$ cat config.mk
export PLATFORM = sky130hd
export DESIGN_NAME = mbox_irq_top
export DESIGN_NICKNAME = d
export VERILOG_FILES = /design/src/rtl/mbox_pkg.sv /design/src/rtl/mbox_ctrl.sv /design/src/rtl/mbox_flags.sv /design/src/rtl/mbox_irq_top.sv
export SDC_FILE = /design/constraint.sdc
export NUM_CORES = 1
export LEC_CHECK = 0
export CORE_AREA = 4 4 41 43
export DETAILED_ROUTE_END_ITERATION = 16
export DIE_AREA = 0 0 45 47
export PLACE_DENSITY = 0.7
export SETUP_SLACK_MARGIN = 0.05
export SKIP_LAST_GASP = 1
export SLEW_MARGIN = 20
export SYNTH_ARGS = -nofsm -noshare
export SYNTH_HDL_FRONTEND = slang
export SYNTH_SLANG_ARGS = --single-unit
$ cat constraint.sdc
create_clock -name clk -period 0.8 [get_ports clk]
set_input_delay 0.16 -clock clk [delete_from_list [all_inputs] [get_ports clk]]
set_output_delay 0.16 -clock clk [all_outputs]
set_load 0.02 [all_outputs]
$ cat src/rtl/mbox_pkg.sv
package mbox_pkg;
  // number of ports that share the memory; index 0 is port A, 1 is port B
  localparam int MBOX_PORTS = 2;

  // strobes handed from the decoder to the flag registers
  typedef struct packed {
    logic [MBOX_PORTS-1:0] set;    // raise the flag of port i
    logic [MBOX_PORTS-1:0] clr;    // acknowledge by port i
    logic                  flush;  // feature disabled: drop all flags
  } mboxStrobes_t;
endpackage

$ cat src/rtl/mbox_ctrl.sv
module mbox_ctrl
  import mbox_pkg::*;
#(
  parameter int ADDR_W = 13
) (
  input  logic                                 irqEnable,
  input  logic [MBOX_PORTS-1:0]                ceN,
  input  logic [MBOX_PORTS-1:0]                oeN,
  input  logic [MBOX_PORTS-1:0]                weN,
  input  logic [MBOX_PORTS-1:0][ADDR_W-1:0]    addr,
  output mboxStrobes_t                         strobes
);
  // highest word address; mailbox of port i sits at TOP_ADDR-(MBOX_PORTS-1)+i
  localparam logic [ADDR_W-1:0] TOP_ADDR = {ADDR_W{1'b1}};

  logic [MBOX_PORTS-1:0] setVec;
  logic [MBOX_PORTS-1:0] clrVec;

  for (genvar i = 0; i < MBOX_PORTS; i++) begin : g_port
    localparam int PEER = MBOX_PORTS - 1 - i;
    localparam logic [ADDR_W-1:0] BOX_ADDR =
      TOP_ADDR - ADDR_W'(MBOX_PORTS - 1 - i);

    logic peerWrite;
    logic ownRead;

    // the opposite port writes into this port's mailbox
    assign peerWrite = !ceN[PEER] && !weN[PEER] && (addr[PEER] == BOX_ADDR);
    // this port reads its own mailbox; the write strobe is ignored here
    assign ownRead   = !ceN[i] && !oeN[i] && (addr[i] == BOX_ADDR);

    assign setVec[i] = irqEnable && peerWrite;
    assign clrVec[i] = irqEnable && ownRead;
  end

  assign strobes = '{set: setVec, clr: clrVec, flush: !irqEnable};
endmodule

$ cat src/rtl/mbox_flags.sv
module mbox_flags
  import mbox_pkg::*;
(
  input  logic                  clk,
  input  logic                  rstN,
  input  mboxStrobes_t          strobes,
  output logic [MBOX_PORTS-1:0] irqN
);
  logic [MBOX_PORTS-1:0] pending;

  for (genvar i = 0; i < MBOX_PORTS; i++) begin : g_flag
    always_ff @(posedge clk or negedge rstN) begin
      if (!rstN)                 pending[i] <= 1'b0;
      else if (strobes.flush)    pending[i] <= 1'b0;
      else if (strobes.set[i])   pending[i] <= 1'b1;  // set beats clear
      else if (strobes.clr[i])   pending[i] <= 1'b0;
    end

    assign irqN[i] = ~pending[i];


    set_raises_chk: assert property (@(posedge clk) disable iff (!rstN)
      (strobes.set[i] && !strobes.flush) |=> !irqN[i]);


    clr_drops_chk: assert property (@(posedge clk) disable iff (!rstN)
      (strobes.clr[i] && !strobes.set[i] && !strobes.flush) |=> irqN[i]);


    idle_hold_chk: assert property (@(posedge clk) disable iff (!rstN)
      (!strobes.set[i] && !strobes.clr[i] && !strobes.flush) |=> $stable(irqN[i]));


    flush_clear_chk: assert property (@(posedge clk) disable iff (!rstN)
      strobes.flush |=> irqN[i]);
  end
endmodule

$ cat src/rtl/mbox_irq_top.sv
module mbox_irq_top
  import mbox_pkg::*;
#(
  parameter int ADDR_W = 13
) (
  input  logic              clk,
  input  logic              rstN,
  input  logic              irqEnable,
  input  logic              aCeN,
  input  logic              aOeN,
  input  logic              aWeN,
  input  logic [ADDR_W-1:0] aAddr,
  input  logic              bCeN,
  input  logic              bOeN,
  input  logic              bWeN,
  input  logic [ADDR_W-1:0] bAddr,
  output logic              aIrqN,
  output logic              bIrqN
);
  mboxStrobes_t                     strobes;
  logic [MBOX_PORTS-1:0]            irqVec;
  logic [MBOX_PORTS-1:0][ADDR_W-1:0] addrVec;

  assign addrVec = {bAddr, aAddr};

  mbox_ctrl #(.ADDR_W(ADDR_W)) u_ctrl (
    .irqEnable (irqEnable),
    .ceN       ({bCeN, aCeN}),
    .oeN       ({bOeN, aOeN}),
    .weN       ({bWeN, aWeN}),
    .addr      (addrVec),
    .strobes   (strobes)
  );

  mbox_flags u_flags (
    .clk     (clk),
    .rstN    (rstN),
    .strobes (strobes),
    .irqN    (irqVec)
  );

  assign aIrqN = irqVec[0];
  assign bIrqN = irqVec[1];


  reset_idle_chk: assert property (@(posedge clk) !rstN |-> (aIrqN && bIrqN));


  no_access_hold_chk: assert property (@(posedge clk) disable iff (!rstN)
    (irqEnable && aCeN && bCeN) |=> ($stable(aIrqN) && $stable(bIrqN)));
endmodule

==> results by group, run 1 <==
Outcome
  • Status: complete, but fails checks
  • Failing checks: setup timing

Timing
  • Fmax: 1080 MHz
  • Hold Slack: 0.0994 ns
  • Final setup fails: 4
  • Worst slew pin tran: 0.219 ns
  • Final Hold Viols: 0
  • Relative slew slack: about 85%
  • Clock Skew: 0 ns
  • Final Critical Period: slightly above 0.9 ns
  • Max-slew violation count: 0
  • Unrepaired setup endpoints after global routing: true
  • Period utilisation layout: 115%
  • Final Worst Setup Slack: -0.123 ns
  • Final TNS setup: -0.421 ns

Critical path
  • Arrival time worst endpoint: 0.76 ns
  • Startpoint Class: flip-flop
  • FF-to-FF setup slack: -0.02 ns
  • Crit path launch: u_flags.pending[0]$_DFFE_PN0P_
  • CP max stage cell: dfrtp_1
  • Reg-to-reg critical path startpoint: u_flags.pending[1]$_DFFE_PN0P_
  • Crit-path cells: inv_2 > buf_6
  • Crit. End Element: primary output
  • CP max stage delay: approximately 0.37 ns
  • Buf/Inv on CP: 2
  • Critical Path RT: 0.64 ns
  • Reg-to-reg critical path endpoint: u_flags.pending[1]$_DFFE_PN0P_
  • Top Family by Delay on Critical Path: flip-flops
  • Crit-path max FO: 2
  • FF-to-FF path depth: 2
  • Worst Setup EP: aIrqN
  • WS Path Type: flip-flop to primary output
  • Number of cells on the critical path: 2

Detailed routing
  • Starting DRT DRC Count: 1
  • Drt drc: 0
  • Pre-Repair DR Iteration Count: 2
  • Antenna Nets Post-Route: 0
  • WL/cell: 11.4 um
  • Post-DR vias/cell: about 4.1
  • WL final: roughly 920 um
  • DR vias: 330

Global route
  • Gr usage total: 8.77%
  • Global-route wire length before repair: around 1.3 mm
  • Vias in the first global route: 313
  • Antenna violations before repair: 0
  • Largest net degree at the start of global routing: 5
  • Total grt overflow: 0

Power and ir drop
  • Switching share of power: 20.6%
  • Comb pwr share: a little under a third
  • Total design power: 464 uW
  • NetSw: 95.7 uW
  • Peak supply drop: 0.586 mV
  • Power per cell area: approximately 860 nW/um2
  • Power Internal: 368 uW
  • Clk pwr share: between 40% and 50%
  • Leakage power: 0.000257 uW
  • Part of the power in registers: 22.0%

Logic synthesis
  • Post-Syn Nets: 58
  • Synth area leader: dfrtp_1
  • YS warnings: 0
  • Post-Syn Area: 174 um2
  • FF+latch count, synth: 2
  • Area share of the largest cell type after synthesis: 28.8%
  • Post-Syn Instances: 23
  • Count of different cell masters after synthesis: 13
  • Syn_area_per_cell: 7.56 um2
  • Synth area leaders: dfrtp_1, nand4_1, nand3b_1
  • Post-synthesis sequential area ratio: 28.8%

Floorplanning
  • I/O pin cnt: 37
  • Die extent in y: 47 um
  • Total Die Area: 2120 um2
  • Starting density of the core: a little over an eighth
  • CORE AREA: approximately 1300 um2
  • Row Count: 13
  • Die width: 45 um

CTS
  • Num CTS Buffers: 3
  • CTS root buffer: clkbuf_4
  • TritonCTS Sinks: 2
  • H-tree depth: 1
  • Clock latency on the worst-skew pair: 0.22 ns
  • Clock Tree Buf Depth: 2
  • Clock slew at reported path FFs: 0.03 ns
  • TritonCTS clock tree: done
  • Hold buffers post-CTS: 0

Place
  • Routability cong.: 0.634
  • Placed instance count: 75
  • Port Buf Inserts: 36

Layout
  • Fraction of layout cells with a size suffix above 1: 52.3%
  • Layout Cells excl Fill: 80
  • Area growth, synth to finish: 209%
  • Reg with most FFs: u_flags.pending
  • Multi-input logic area: 149 um2
  • Sequential Area: between 50 and 60 um2
  • Biggest regs: u_flags.pending (2)
  • # diodes: 0
  • Fill count: 138
  • Most frequent cells in the layout: buf_2, clkdlybuf4s50_1, dlygate4sd2_1
  • Nets@finish: 102
  • Leading cell type in the layout, fill and taps excluded: buf_2
  • Max reg flops: 2

Run
  • Maximum Capacitance Violations: 0

Hold path
  • Hold Crit Class: input pin to async pin
synth_stat cells:
library cell,instances
nand4_1,4
nand2_1,3
dfrtp_1,2
inv_1,2
nand3_1,2
nand3b_1,2
nor2_1,2
a32o_1,1
nand2b_1,1
nor3b_1,1
nor4_1,1
nor4_2,1
o21ai_0,1
metal layers:
metal | up-vias | global-route usage, % | part of all wire (%)
li1 | 172 | - | -
met1 | 139 | 7.27 | 31
met4 | 0 | 5.26 | 0
met3 | 0 | 5.75 | 17
met5 | - | 0 | 0
met2 | 19 | 15.5 | 52
timing repair:
action                                  4_1_cts  5_1_grt
pin swaps                                    12        3
endpoints found under the setup margin        4        4
resized for setup                            76        7
setup buffers                                 2        0
worst min path at each step:
stage          start                        endpoint  slack [ns]  depth (start not counted)
6_report        rstN  u_flags.pending[0]$_DFFE_PN0P_         0.1                          1
5_1_grt         rstN  u_flags.pending[1]$_DFFE_PN0P_        0.09                          1
4_1_cts         rstN  u_flags.pending[0]$_DFFE_PN0P_        0.09                          1
3_5_place_dp    rstN  u_flags.pending[0]$_DFFE_PN0P_        0.33                          1
3_3_place_gp    rstN  u_flags.pending[1]$_DFFE_PN0P_        0.34                          1
2_1_floorplan   rstN  u_flags.pending[0]$_DFFE_PN0P_       -0.14                          0
final cells by class:
| type | instances | share of cell area, % |
|---|---|---|
| multi-input cells | 19 | 27.7 |
| inverters | 2 | 1.40 |
| well taps | 15 | 3.49 |
| repair buffers | 39 | 54.0 |
| flip-flops and latches | 2 | 9.30 |
| clock buffers | 3 | 4.19 |
kinds of logic (layout without fill, tap and decap cells):
logic type	Yosys count	count (layout)	share of synthesized area, %
compound gates	2	2	8.63
buf+inv	2	44	4.32
flops	2	2	28.8
simple gates	17	17	58.3
metrics by stage:
stage          area (um2)  setup WS, ns  util [%]
6_report              538        -0.123      41.3
5_1_grt               538        -0.164      41.3
3_3_place_gp          588        -0.670      45.2
4_1_cts               556        -0.138      42.7
2_1_floorplan         201        -0.177         -
3_5_place_dp          588        -0.676      45.2
power groups by stage:
| stage | clock (uW) | combinational (uW) | sequential, uW |
|---|---|---|---|
| floorplan | 0 | 21.5 | 103 |
| global placement | 0 | 194 | 103 |
| detailed placement | 0 | 195 | 103 |
| CTS | 235 | 148 | 102 |
| global route | 251 | 153 | 102 |
| finish | 220 | 142 | 102 |
(Power assumes the default switching activity.)
==> inputs of run 2 (changes only) <==
--- a/config.mk
+++ b/config.mk
@@ -8,7 +8,7 @@
 export CORE_AREA = 4 4 41 43
 export DETAILED_ROUTE_END_ITERATION = 16
 export DIE_AREA = 0 0 45 47
-export PLACE_DENSITY = 0.7
+export PLACE_DENSITY = 0.66
 export SETUP_SLACK_MARGIN = 0.05
 export SKIP_LAST_GASP = 1
 export SLEW_MARGIN = 20
==> results by group, run 2 (synthesized netlist as in run 1, its figures left out) <==
Layout
  • Final instance area: 553 um2 (+2.8%)
  • Reg with most FFs: u_flags.pending
  • Most frequent cells in the layout: buf_2, buf_6, clkdlybuf4s50_1, nand4_1
  • Nets@finish: 101 (-0.98%)
  • Leading cell type in the layout, fill and taps excluded: buf_2
  • Final core utilization: 42.5% (+1.2 points)
  • # diodes: 0 (unchanged)
  • Biggest regs: u_flags.pending (2)
  • Layout Cells excl Fill: 79 (-1.3%)
  • Fraction of layout cells with a size suffix above 1: 56.3% (+3.9 points)
  • Max reg flops: 2 (unchanged)
  • Area growth, synth to finish: 218%

Timing
  • Fmax: 1080 MHz (-0.30%)
  • Unrepaired setup endpoints after global routing: true
  • Clock Skew: 0 ns (unchanged)
  • Period utilisation layout: 116% (+0.35 points)
  • Final Critical Period: 0.926 ns (+0.00281 ns)
  • Max-slew violation count: 0 (unchanged)
  • Worst slew pin tran: 0.250 ns (+0.0310 ns)
  • Final Hold Viols: 0 (unchanged)
  • Final setup fails: 4 (unchanged)
  • Relative slew slack: 83.2% (-2.1 points)
  • Final Worst Setup Slack: -0.126 ns (-0.00281 ns)

Floorplanning
  • Starting density of the core: 13.4% (unchanged)
  • Die width: 45 um (unchanged)
  • I/O pin cnt: 37 (unchanged)
  • Row Count: 13 (unchanged)
  • Total Die Area: 2120 um2 (unchanged)
  • Die extent in y: 47 um (unchanged)
  • CORE AREA: 1300 um2 (unchanged)

CTS
  • Clock latency on the worst-skew pair: 0.22 ns (about the same)
  • TritonCTS Sinks: 2 (unchanged)
  • Num CTS Buffers: 3 (unchanged)
  • Clock Tree Buf Depth: 2 (unchanged)
  • CTS root buffer: clkbuf_4
  • Clock slew at reported path FFs: 0.03 ns (about the same)
  • H-tree depth: 1 (unchanged)
  • TritonCTS clock tree: done

Place
  • Place WS: -0.693 ns (-0.0173 ns)
  • Port Buf Inserts: 36 (unchanged)
  • Placed instance count: 75 (unchanged)
  • Routability cong.: 0.659 (+4.0%)
  • Dpl hpwl: 785 um
  • Area post-placement: 588 um2 (unchanged)

Power and ir drop
  • Peak supply drop: 0.589 mV (+0.50%)
  • Leakage power: 0.000258 uW (+0.21%)
  • Part of the power in registers: 21.5% (-0.5 points)
  • Clk pwr share: 45.8% (-1.7 points)
  • Switching share of power: 19.5% (-1.2 points)
  • Power per cell area: 858 nW/um2 (-0.51%)
  • Power Internal: 382 uW (+3.8%)
  • Comb pwr share: 32.7% (+2.2 points)
  • NetSw: 92.4 uW (-3.5%)
  • Total design power: 474 uW (+2.3%)

Detailed routing
  • Drt drc: 0 (unchanged)
  • Pre-Repair DR Iteration Count: 1 (-1)
  • DR vias: 340 (+3.0%)
  • Starting DRT DRC Count: 0 (-1)
  • Post-DR vias/cell: 4.30 (+4.3%)
  • WL/cell: 11.5 um (+0.60%)
  • Antenna Nets Post-Route: 0 (unchanged)
  • WL final: 909 um (-0.66%)

Critical path
  • Crit-path max FO: 2 (unchanged)
  • FF-to-FF setup slack: -0.06 ns (-0.04 ns)
  • Reg-to-reg critical path endpoint: u_flags.pending[1]$_DFFE_PN0P_
  • Critical Path RT: 0.64 ns (about the same)
  • FF-to-FF path depth: 2 (unchanged)
  • WS Path Type: flip-flop to primary output
  • Arrival time worst endpoint: 0.77 ns (about the same)
  • Startpoint Class: flip-flop
  • Crit. End Element: primary output
  • Reg-to-reg critical path startpoint: u_flags.pending[1]$_DFFE_PN0P_

Run
  • Maximum Capacitance Violations: 0 (unchanged)

Outcome
  • Failing checks: setup timing
  • Status: complete, but fails checks

Global route
  • Largest net degree at the start of global routing: 5 (unchanged)
  • Total grt overflow: 0 (unchanged)
  • Global-route wire length before repair: 1.28 mm (unchanged)
  • Gr usage total: 8.93% (+0.16 points)
  • Antenna violations before repair: 0 (unchanged)
  • Vias in the first global route: 348 (+11%)

Hold path
  • Hold Crit Class: input pin to async pin
-- run 2: what timing repair did --
action / CTS / global route
cloned: 0 / 0
gates resized for setup: 92 / 7
pin swaps: 12 / 4
buffers inserted: 1 / 0
hold buffers: 0 / 0
endpoints found under the setup margin: 4 / 4
-- run 2: worst max-delay path, cell delays in order (launching register included) --
cell and delay, ns:
dfrtp_1 0.37, inv_1 0.07, buf_6 0.11
-- run 2: final cells by class --
class | count | area, um2
tap | 15 | 18.8
multi-input combinational | 19 | 149
clock buffer | 3 | 22.5
fill | 153 | 748
inverter | 2 | 7.51
timing repair buffer | 38 | 305
sequential | 2 | 50.0
-- run 2: worst max path at each step --
stage / from / to
after floorplan: bCeN / u_flags.pending[1]$_DFFE_PN0P_
final: u_flags.pending[1]$_DFFE_PN0P_ / bIrqN
after detailed placement: bAddr[11] / u_flags.pending[1]$_DFFE_PN0P_
after global routing: u_flags.pending[1]$_DFFE_PN0P_ / bIrqN
after CTS: u_flags.pending[0]$_DFFE_PN0P_ / aIrqN
after global placement: bAddr[11] / u_flags.pending[1]$_DFFE_PN0P_
-- run 2: power groups by stage --
| stage | combinational [uW] | clock, uW | sequential (uW) |
|---|---|---|---|
| after floorplan | 21.5 | 0 | 103 |
| after global placement | 194 | 0 | 103 |
| after detailed placement | 195 | 0 | 103 |
| after CTS | 149 | 230 | 102 |
| after global routing | 168 | 244 | 102 |
| final | 155 | 217 | 102 |
-- run 2: layer usage --
layer	wire length, um	global-route usage [%]	up-vias
li1	-	-	171
met1	273	7.27	148
met2	488	16.4	19
met3	140	3.07	2
met4	7	8.77	0
met5	0	0	-
-- run 2: per-stage QoR --
stage                     TNS (ns)  hold slack, ns
after floorplan             -0.274          -0.136
after global placement       -2.04           0.339
after detailed placement     -2.09           0.330
after CTS                   -0.433          0.0932
after global routing        -0.563          0.0938
final                       -0.398           0.101
